==> src/rtl/pcap_pkg.sv <==
package pcap_pkg;

  localparam int N_SRC = 4;
  localparam int SRC_W = $clog2(N_SRC);

  typedef enum logic [1:0] {
    MM_FALL_FALL = 2'b00,
    MM_RISE_RISE = 2'b01,
    MM_WIDTH     = 2'b10,
    MM_RSVD      = 2'b11
  } meas_mode_e;

  typedef enum logic [SRC_W-1:0] {
    SRC_BASE  = 2'd0,
    SRC_DIV8  = 2'd1,
    SRC_DIV32 = 2'd2,
    SRC_SLOW  = 2'd3
  } cnt_src_e;

  typedef struct packed {
    cnt_src_e   src;
    meas_mode_e mode;
  } mode_reg_t;

  localparam int MODE_W = $bits(mode_reg_t);

endpackage

==> src/rtl/pcap_edge_det.sv <==
module pcap_edge_det
  import pcap_pkg::*;
#(
  parameter int SYNC_STAGES = 2
) (
  input  logic       clk,
  input  logic       rst,
  input  logic       tick_i,
  input  logic       meas_i,
  input  meas_mode_e mode_i,
  output logic       edge_o
);

  logic [SYNC_STAGES-1:0] sync_q;
  logic                   prev_q;
  logic                   lvl;
  logic                   rise;
  logic                   fall;

  genvar g;
  generate
    for (g = 0; g < SYNC_STAGES; g++) begin : g_sync
      if (g == 0) begin : g_first
        always_ff @(posedge clk) begin
          if (rst) sync_q[g] <= 1'b0;
          else     sync_q[g] <= meas_i;
        end
      end else begin : g_next
        always_ff @(posedge clk) begin
          if (rst) sync_q[g] <= 1'b0;
          else     sync_q[g] <= sync_q[g-1];
        end
      end
    end
  endgenerate

  assign lvl = sync_q[SYNC_STAGES-1];

  // previous level is sampled on every tick, running or not
  always_ff @(posedge clk) begin
    if (rst)         prev_q <= 1'b0;
    else if (tick_i) prev_q <= lvl;
  end

  assign rise = tick_i &  lvl & ~prev_q;
  assign fall = tick_i & ~lvl &  prev_q;

  always_comb begin
    case (mode_i)
      MM_FALL_FALL: edge_o = fall;
      MM_RISE_RISE: edge_o = rise;
      MM_WIDTH:     edge_o = rise | fall;
      default:      edge_o = 1'b0;
    endcase
  end

endmodule

==> src/rtl/pcap_counter.sv <==
module pcap_counter #(
  parameter int CNT_W = 16
) (
  input  logic             clk,
  input  logic             rst,
  input  logic             tick_i,
  input  logic             run_i,
  input  logic             edge_i,
  output logic [CNT_W-1:0] result_o,
  output logic             valid_o,
  output logic             edge_irq_o,
  output logic             ovf_irq_o,
  output logic             ovf_evt_o
);

  localparam logic [CNT_W-1:0] CNT_MAX = {CNT_W{1'b1}};
  localparam logic [CNT_W-1:0] CNT_ONE = CNT_W'(1);

  logic [CNT_W-1:0] cnt_q;
  logic             seen_q;
  logic             step;

  assign step      = tick_i & run_i;
  // a capture on the same tick wins over the wrap
  assign ovf_evt_o = step & ~edge_i & (cnt_q == CNT_MAX);

  always_ff @(posedge clk) begin
    if (rst) begin
      cnt_q      <= '0;
      result_o   <= '0;
      seen_q     <= 1'b0;
      valid_o    <= 1'b0;
      edge_irq_o <= 1'b0;
      ovf_irq_o  <= 1'b0;
    end else begin
      edge_irq_o <= 1'b0;
      ovf_irq_o  <= ovf_evt_o;
      if (!run_i) begin
        seen_q  <= 1'b0;
        valid_o <= 1'b0;
      end else if (tick_i) begin
        if (edge_i) begin
          result_o <= cnt_q;
          cnt_q    <= '0;
          seen_q   <= 1'b1;
          if (seen_q) begin
            valid_o    <= 1'b1;
            edge_irq_o <= 1'b1;
          end
        end else begin
          cnt_q <= cnt_q + CNT_ONE;
        end
      end
    end
  end


  counter_hold_chk: assert property (@(posedge clk) disable iff (rst)
    !step |=> $stable(cnt_q));


  edge_irq_valid_chk: assert property (@(posedge clk) disable iff (rst)
    edge_irq_o |-> valid_o);


  valid_rise_chk: assert property (@(posedge clk) disable iff (rst)
    $rose(valid_o) |-> edge_irq_o);


  valid_stop_chk: assert property (@(posedge clk) disable iff (rst)
    !run_i |=> !valid_o);

endmodule

==> src/rtl/pcap_ovf_flag.sv <==
module pcap_ovf_flag (
  input  logic clk,
  input  logic rst,
  input  logic tick_i,
  input  logic run_i,
  input  logic set_i,
  input  logic wr_i,
  output logic flag_o
);

  logic armed_q;
  logic clr;

  assign clr = flag_o & wr_i & run_i & (armed_q | tick_i);

  always_ff @(posedge clk) begin
    if (rst) begin
      flag_o  <= 1'b0;
      armed_q <= 1'b0;
    end else if (set_i) begin
      flag_o  <= 1'b1;
      armed_q <= 1'b0;
    end else if (clr) begin
      flag_o  <= 1'b0;
      armed_q <= 1'b0;
    end else if (flag_o && tick_i) begin
      armed_q <= 1'b1;
    end
  end


  flag_clear_chk: assert property (@(posedge clk) disable iff (rst)
    $fell(flag_o) |-> $past(wr_i && run_i));


  flag_stop_hold_chk: assert property (@(posedge clk) disable iff (rst)
    (flag_o && !run_i) |=> flag_o);

endmodule

==> src/rtl/pcap_timer.sv <==
module pcap_timer
  import pcap_pkg::*;
#(
  parameter int CNT_W       = 16,
  parameter int SYNC_STAGES = 2
) (
  input  logic              clk,
  input  logic              rst,
  input  logic [N_SRC-1:0]  tick_src_i,
  input  logic              meas_i,
  input  logic              start_i,
  input  logic              mode_wr_i,
  input  logic [MODE_W-1:0] mode_wdata_i,
  output logic [MODE_W-1:0] mode_o,
  output logic              ovf_flag_o,
  output logic [CNT_W-1:0]  result_o,
  output logic              result_valid_o,
  output logic              edge_irq_o,
  output logic              ovf_irq_o
);

  mode_reg_t mode_q;
  logic      tick;
  logic      edge_hit;
  logic      ovf_evt;

  always_ff @(posedge clk) begin
    if (rst)            mode_q <= '0;
    else if (mode_wr_i) mode_q <= mode_reg_t'(mode_wdata_i);
  end

  assign mode_o = mode_q;
  assign tick   = tick_src_i[mode_q.src];

  pcap_edge_det #(
    .SYNC_STAGES (SYNC_STAGES)
  ) u_edge (
    .clk    (clk),
    .rst    (rst),
    .tick_i (tick),
    .meas_i (meas_i),
    .mode_i (mode_q.mode),
    .edge_o (edge_hit)
  );

  pcap_counter #(
    .CNT_W (CNT_W)
  ) u_cnt (
    .clk        (clk),
    .rst        (rst),
    .tick_i     (tick),
    .run_i      (start_i),
    .edge_i     (edge_hit),
    .result_o   (result_o),
    .valid_o    (result_valid_o),
    .edge_irq_o (edge_irq_o),
    .ovf_irq_o  (ovf_irq_o),
    .ovf_evt_o  (ovf_evt)
  );

  pcap_ovf_flag u_flag (
    .clk    (clk),
    .rst    (rst),
    .tick_i (tick),
    .run_i  (start_i),
    .set_i  (ovf_evt),
    .wr_i   (mode_wr_i),
    .flag_o (ovf_flag_o)
  );


  ovf_flag_same_cycle_chk: assert property (@(posedge clk) disable iff (rst)
    ovf_irq_o |-> ovf_flag_o);


  irq_exclusive_chk: assert property (@(posedge clk) disable iff (rst)
    !(edge_irq_o && ovf_irq_o));


  mode_load_chk: assert property (@(posedge clk) disable iff (rst)
    mode_wr_i |=> (mode_o == $past(mode_wdata_i)));

endmodule

==> config.mk <==
export PLATFORM = sky130hd
export DESIGN_NAME = pcap_timer
export DESIGN_NICKNAME = d
export VERILOG_FILES = /design/src/rtl/pcap_pkg.sv /design/src/rtl/pcap_edge_det.sv /design/src/rtl/pcap_counter.sv /design/src/rtl/pcap_ovf_flag.sv /design/src/rtl/pcap_timer.sv
export SDC_FILE = /design/constraint.sdc
export NUM_CORES = 1
export LEC_CHECK = 0
export BUFFER_PORTS_ARGS = -buffer_cell sky130_fd_sc_hd__buf_2
export CAP_MARGIN = 10
export CELL_PAD_IN_SITES_DETAIL_PLACEMENT = 1
export CELL_PAD_IN_SITES_GLOBAL_PLACEMENT = 1
export CORE_ASPECT_RATIO = 1.25
export CORE_MARGIN = 2
export CORE_UTILIZATION = 44
export DETAILED_ROUTE_END_ITERATION = 6
export GPL_ROUTABILITY_DRIVEN = 0
export MAX_ROUTING_LAYER = met4
export PLACE_DENSITY_LB_ADDON = 0.1
export SLEW_MARGIN = 30
export SYNTH_ARGS = -nofsm -noshare
export SYNTH_HDL_FRONTEND = slang
export SYNTH_SLANG_ARGS = --single-unit
export TNS_END_PERCENT = 30
==> constraint.sdc <==
create_clock -name clk -period 3.8 [get_ports clk]
set_clock_uncertainty 0.2 [all_clocks]
set_input_delay 0 -clock clk [delete_from_list [all_inputs] [get_ports clk]]
set_output_delay 0 -clock clk [all_outputs]
set_load 0.03 [all_outputs]
Yosys cells after proc, flatten, opt, wreduce, memory -nomap -nowiden
Index checks and enable logic that the tools add are counted.
{ "word_totals": {"regBits": 45, "input_bits": 13, "output_inout_bits": 24, "elab_cells": 52} }
{ "op_classes": {"n_addsub": 1, "n_lt_le_gt_ge": 1, "n_eq_ne": 3, "n_mux": 7, "bitwise_logic": 17, "n_reduce_logical": 10} }
{ "op_table": {"columns": ["op", "n"], "rows": [
  ["adder 16 x 1 -> 16 bit, second input constant", 1],
  ["equality test 16 bit, second input constant", 1],
  ["2-to-1 mux 16 bit", 1],
  ["AND 1 bit", 10],
  ["AND reduction 3 bit", 2],
  ["inverter 1 bit", 5],
  ["2-to-1 mux 1 bit", 4],
  ["AND reduction 2 bit", 2],
  ["OR reduction 4 bit", 1],
  ["< comparator 2 x 3 -> 1 bit, second input constant", 1],
  ["case mux 1 bit (3 select lines)", 1],
  ["OR reduction 3 bit", 1],
  ["binary-select mux 1 bit (select 2 bit)", 1],
  ["equality test 2 x 1 -> 1 bit, second input constant", 1],
  ["equality test 2 bit, second input constant", 1],
  ["logical NOT 2 bit", 1],
  ["bitwise OR 1 bit", 2],
  ["nonzero test 2 bit", 1],
  ["OR reduction 2 bit", 1],
  ["logical AND 1 bit", 1]
]} }

Depth between registers and ports, before layout
{ "logic_depth": {"depth_word": 10, "mapped_depth": 6, "ltp_nobuf": 5} }

By module
A second synthesis with hierarchy kept.
{ "hier_totals": {"cells_unflattened": 206, "area_unflattened_um2": 1811.7} }
{ "by_module_without_submodules": {"columns": ["mod", "instances", "cells_each", "area_per_inst_um2", "seq_area_each_um2"], "rows": [
  ["pcap_counter", 1, 172, 1433.9, 720.7],
  ["pcap_timer", 1, 14, 162.7, 80.1],
  ["pcap_edge_det", 1, 11, 118.9, 60.1],
  ["pcap_ovf_flag", 1, 9, 96.3, 40.0]
]} }

Worst setup path after synthesis
OpenSTA, ideal clock, no wires.
{ "synth_path": {"path_type": "register -> register", "start": "register mode_q, in the netlist mode_o[2]", "end": "register u_cnt.result_o[10]", "setup_time_ns": 0.132, "arrival_ns": 1.756, "t_required_ns": 3.468, "setup_slack_ns": 1.712, "stages_incl_launch_ff": 7, "path_buffers": 2, "synth_period_minus_slack_ns": 2.088, "cell_sequence": "dfxtp_1 mux4_2 and2_1 buf_2 buf_4 nand4_1 a21oi_1"} }
{ "synth_via": {"elab_chain_cells": 7, "word_cells_on_any_way": 9, "cone_classes": "mux: 3; bitwise: 5; reduce/logical: 1"} }
{ "synth_rtl": {"columns": ["item", "line_no", "source"], "rows": [
  ["start, declared", "pcap_timer.sv:22", "mode_reg_t mode_q;"],
  ["start signal, assigned", "pcap_timer.sv:29", "else if (mode_wr_i) mode_q <= mode_reg_t'(mode_wdata_i);"],
  ["binary-select mux 1 bit (select 2 bit) *", "pcap_timer.sv:33", "assign tick = tick_src_i[mode_q.src];"],
  ["2-to-1 mux 1 bit (implied by the code) *", "pcap_timer.sv:33", null],
  ["AND 1 bit (on tied branches) (2 in a row)", "pcap_edge_det.sv:45, pcap_edge_det.sv:46", null],
  ["bitwise OR 1 bit", "pcap_edge_det.sv:52", "MM_WIDTH: edge_o = rise | fall;"],
  ["case mux 1 bit (3 select lines)", "pcap_edge_det.sv:49", "case (mode_i)"],
  ["AND reduction 3 bit (no source line) *", null, null],
  ["end signal, assigned", "pcap_counter.sv:43", "result_o <= cnt_q;"],
  ["end, declared", "pcap_counter.sv:9", "output logic [CNT_W-1:0] result_o,"]
]} }
Every way passes the cells marked *; elsewhere a longest branch is shown, timed or not. The select of a mux whose other input is x is not followed.
A chain may end at the register's enable or synchronous reset.

Worst setup path after layout
{ "layout_path": {"start": "register mode_q, in the netlist mode_o[2]", "end": "register u_cnt.result_o[1]"} }
Same word-level chain as after synthesis.

==> metrics.cfg <==
[status]
status=finished clean

[worst_setup_path]
r2r_end=u_cnt.result_o[1]$_SDFFE_PP0P_
slowest_stage=and2_1
reg2reg_depth=4
r2r-start=mode_o[2]$_SDFFE_PP0P_
worstPathCellList=mux4_2 -> and2_1 -> nand3_1 -> a31o_2
crit_arrival_ns=2.26
cp-start-kind=flip-flop
endpoint_kind=flip-flop
slowest_delay_ns=0.59
r2r_slack_ns=1.53
required_ns=3.79
critPathMaxFanout=19
criticalPathCategory=reg2reg

[cts]
htree_levels=2
cts_tree=done
clock_latency_ns=0.30
cts_sinks=45
cts_root_buffer=clkbuf_8
post_cts_buffers=0
ctsResizeCount=0
cts_hold_buf=17
cts_made_buffers=5
cts_buffer_depth=2
clk_pin_slew_ns=0.08

[floorplanning]
die_h_um=78.4
die_w_um=63.5
start_util=0.450
coreArea_um2=4320
die-area_um2=4980
rows=27
io_pins=37

[detailed_routing]
drt_wl_total_mm=5.74
dr_wl_met2_mm=3.13
via_count=1802
drt-met1-wl_mm=2.34
dr.pass1.iters=4
ant_nets=0
wl_per_cell_um=18.4
first_iter_violations=101
via_per_inst=5.78
route.detailed.drc=0
dr.max_layer_used=met4
wl_met3_um=128

[timing]
period_needed_ns=2.27
hold_viol=0
drv_slew=0
max_slew_margin=0.468
setup_viol=0
fin_crit_sh=0.597
tns_ns=0
clock.fmax_mhz=441
rsz0062_at_grt=no
tightest_slew_ns=0.796

[pwr]
vdd_drop_max_v=0.000295
power_w=0.000904
netSwitchingPower_w=0.000230
p_per_area_nw_per_um2=376
cellLeakagePower_nw=0.930
p_int_w=0.000674
netSwitchingFraction=0.254
pwr-share-clk=0.359
seqPwrFrac=0.536
p_comb_frac=0.105

[worst_hold_path]
worstHoldStart=u_edge.sync_q[0]$_SDFF_PP0_
min_to=u_edge.lvl$_SDFF_PP0_
holdPathStages=1
hp-class=reg2reg

[place]
port-buffer-count=36
hpwl_mm=3.66

[yosys]
synth_edf_count=0
yosys.area.top_type=dfxtp_1
synthArstFlopShare=0
yosysTopAreaCellShare=0.463
ys_warn_count=0
ys_types=38
synth_area_um2=1950
synthTopCellsByArea=dfxtp_1, nand4_1, o31ai_1, a21oi_1, xor2_1
synth_nets=224
yosys_most_used_dff=dfxtp_1
synthCells=210
ys_ff_latch=45
ys_seq_area_frac=0.463
syn_avg_cell_area_um2=9.27

[job]
drv_cap=0

[cells_and_area]
drive_above_1_share=0.213
multiInputGateArea_um2=971
regArea_um2=901
finish.utilization=0.556
layout.nets=267
syn_to_final_growth_pct=23.5
n_fill_cell=520
diodes=0

[global_routing]
grt_overflow=0
grt_pass1_wl_mm=9.50
grt_max_degree=29
antenna_found_initial=0
grt_pass1_vias=1926
globalRouteTotalUtil=0.249

## worst max path at each step
| stage | start | end | slack [ns] | cells after the start |
|---|---|---|---|---|
| final | mode_o[2]$_SDFFE_PP0P_ | u_cnt.result_o[1]$_SDFFE_PP0P_ | 1.53 | 4 |
| after global routing | mode_o[2]$_SDFFE_PP0P_ | u_cnt.result_o[1]$_SDFFE_PP0P_ | 1.43 | 4 |
| after CTS | mode_o[2]$_SDFFE_PP0P_ | u_cnt.cnt_q[6]$_SDFFE_PP0P_ | 1.54 | 4 |
| after detailed placement | mode_o[2]$_SDFFE_PP0P_ | u_cnt.cnt_q[6]$_SDFFE_PP0P_ | 1.56 | 4 |
| after global placement | u_edge.lvl$_SDFF_PP0_ | u_cnt.cnt_q[15]$_SDFFE_PP0P_ | 1.68 | 4 |
| after floorplan | mode_o[2]$_SDFFE_PP0P_ | u_cnt.result_o[10]$_SDFFE_PP0P_ | 1.71 | 6 |
## through the flow
step / area, um^2 / cells / setup slack (ns) / hold slack, ns
after floorplan: 1950 / 210 / 1.71 / -0.0718
after global placement: 2120 / 287 / 1.68 / 0.0159
after detailed placement: 2130 / 287 / 1.56 / 0.0371
after CTS: 2400 / 312 / 1.54 / 0.241
after global routing: 2400 / 312 / 1.43 / 0.287
final: 2400 / 312 / 1.53 / 0.259
## area by class of cell
cell class / count / share of cell area
Timing Repair Buffer: 53 / 0.146
Clock inverter: 1 / 0.00208
Clock buffer: 7 / 0.0401
Multi-Input combinational cell: 146 / 0.404
Sequential cell: 45 / 0.375
Inverter: 2 / 0.00312
Tap cell: 58 / 0.0302
## cell usage after synthesis (2+ instances only)
master,count
xor2_1,7
nand3_2,2
nand3_1,7
nor4_1,2
inv_1,2
buf_4,2
mux2i_1,5
o21ai_0,4
o31ai_1,17
buf_2,6
dfxtp_1,45
clkbuf_1,8
a31o_2,2
a21oi_1,24
nand2_1,5
and3_1,3
and4_1,2
nand4_1,21
nand2_2,2
and2_1,3
nor2b_1,4
nor2_1,14
or4_1,3
o22ai_1,2
or3_1,5
## layout by cell type, fill, tap and decap left out, types with 2 or more instances in the layout
master         synthesis  routed
nor2b_1                4       4
dlygate4sd3_1          0      17
nand3_2                2       2
dfxtp_1               45      45
o21ai_0                4       4
nor2_1                14      14
clkbuf_8               0       7
and2_1                 3       3
nand3_1                7       7
inv_1                  2       2
nand2_1                5       5
nand4_1               21      21
xor2_1                 7       7
o31ai_1               17      17
nand2_2                2       2
a21oi_1               24      24
or4_1                  3       3
and4_1                 2       2
a31o_2                 2       2
or3_1                  5       5
o22ai_1                2       2
and3_1                 3       3
mux2i_1                5       5
buf_2                  6      36
nor4_1                 2       2
## logic make-up after synthesis
group	synth area share
mux	0.0373
compound gates	0.201
flops	0.463
buf+inv	0.0443
simple gates	0.217
fa+ha+maj	0.00643
xor+xnor	0.0315
## worst max-delay path: cells and delay by family (launching register included)
family | cells | cell delay (ns)
mux | 1 | 0.54
flops | 1 | 0.34
simple gates | 2 | 0.78
compound gates | 1 | 0.29
## power groups by stage
stage,sequential [W],clock [W],combinational [W]
finish,0.000484,0.000325,0.0000949
floorplan,0.000498,0,0.0000542
CTS,0.000483,0.000327,0.0000904
global route,0.000485,0.000347,0.000102
global placement,0.000493,0,0.0000699
detailed placement,0.000494,0,0.0000749
## layer usage
metal | up-vias | track usage
li1 | 871 | -
met3 | 16 | 0.0415
met2 | 30 | 0.459
met4 | 0 | 0.0957
met5 | - | -
met1 | 885 | 0.265
Power figures use the tool's default switching activity.
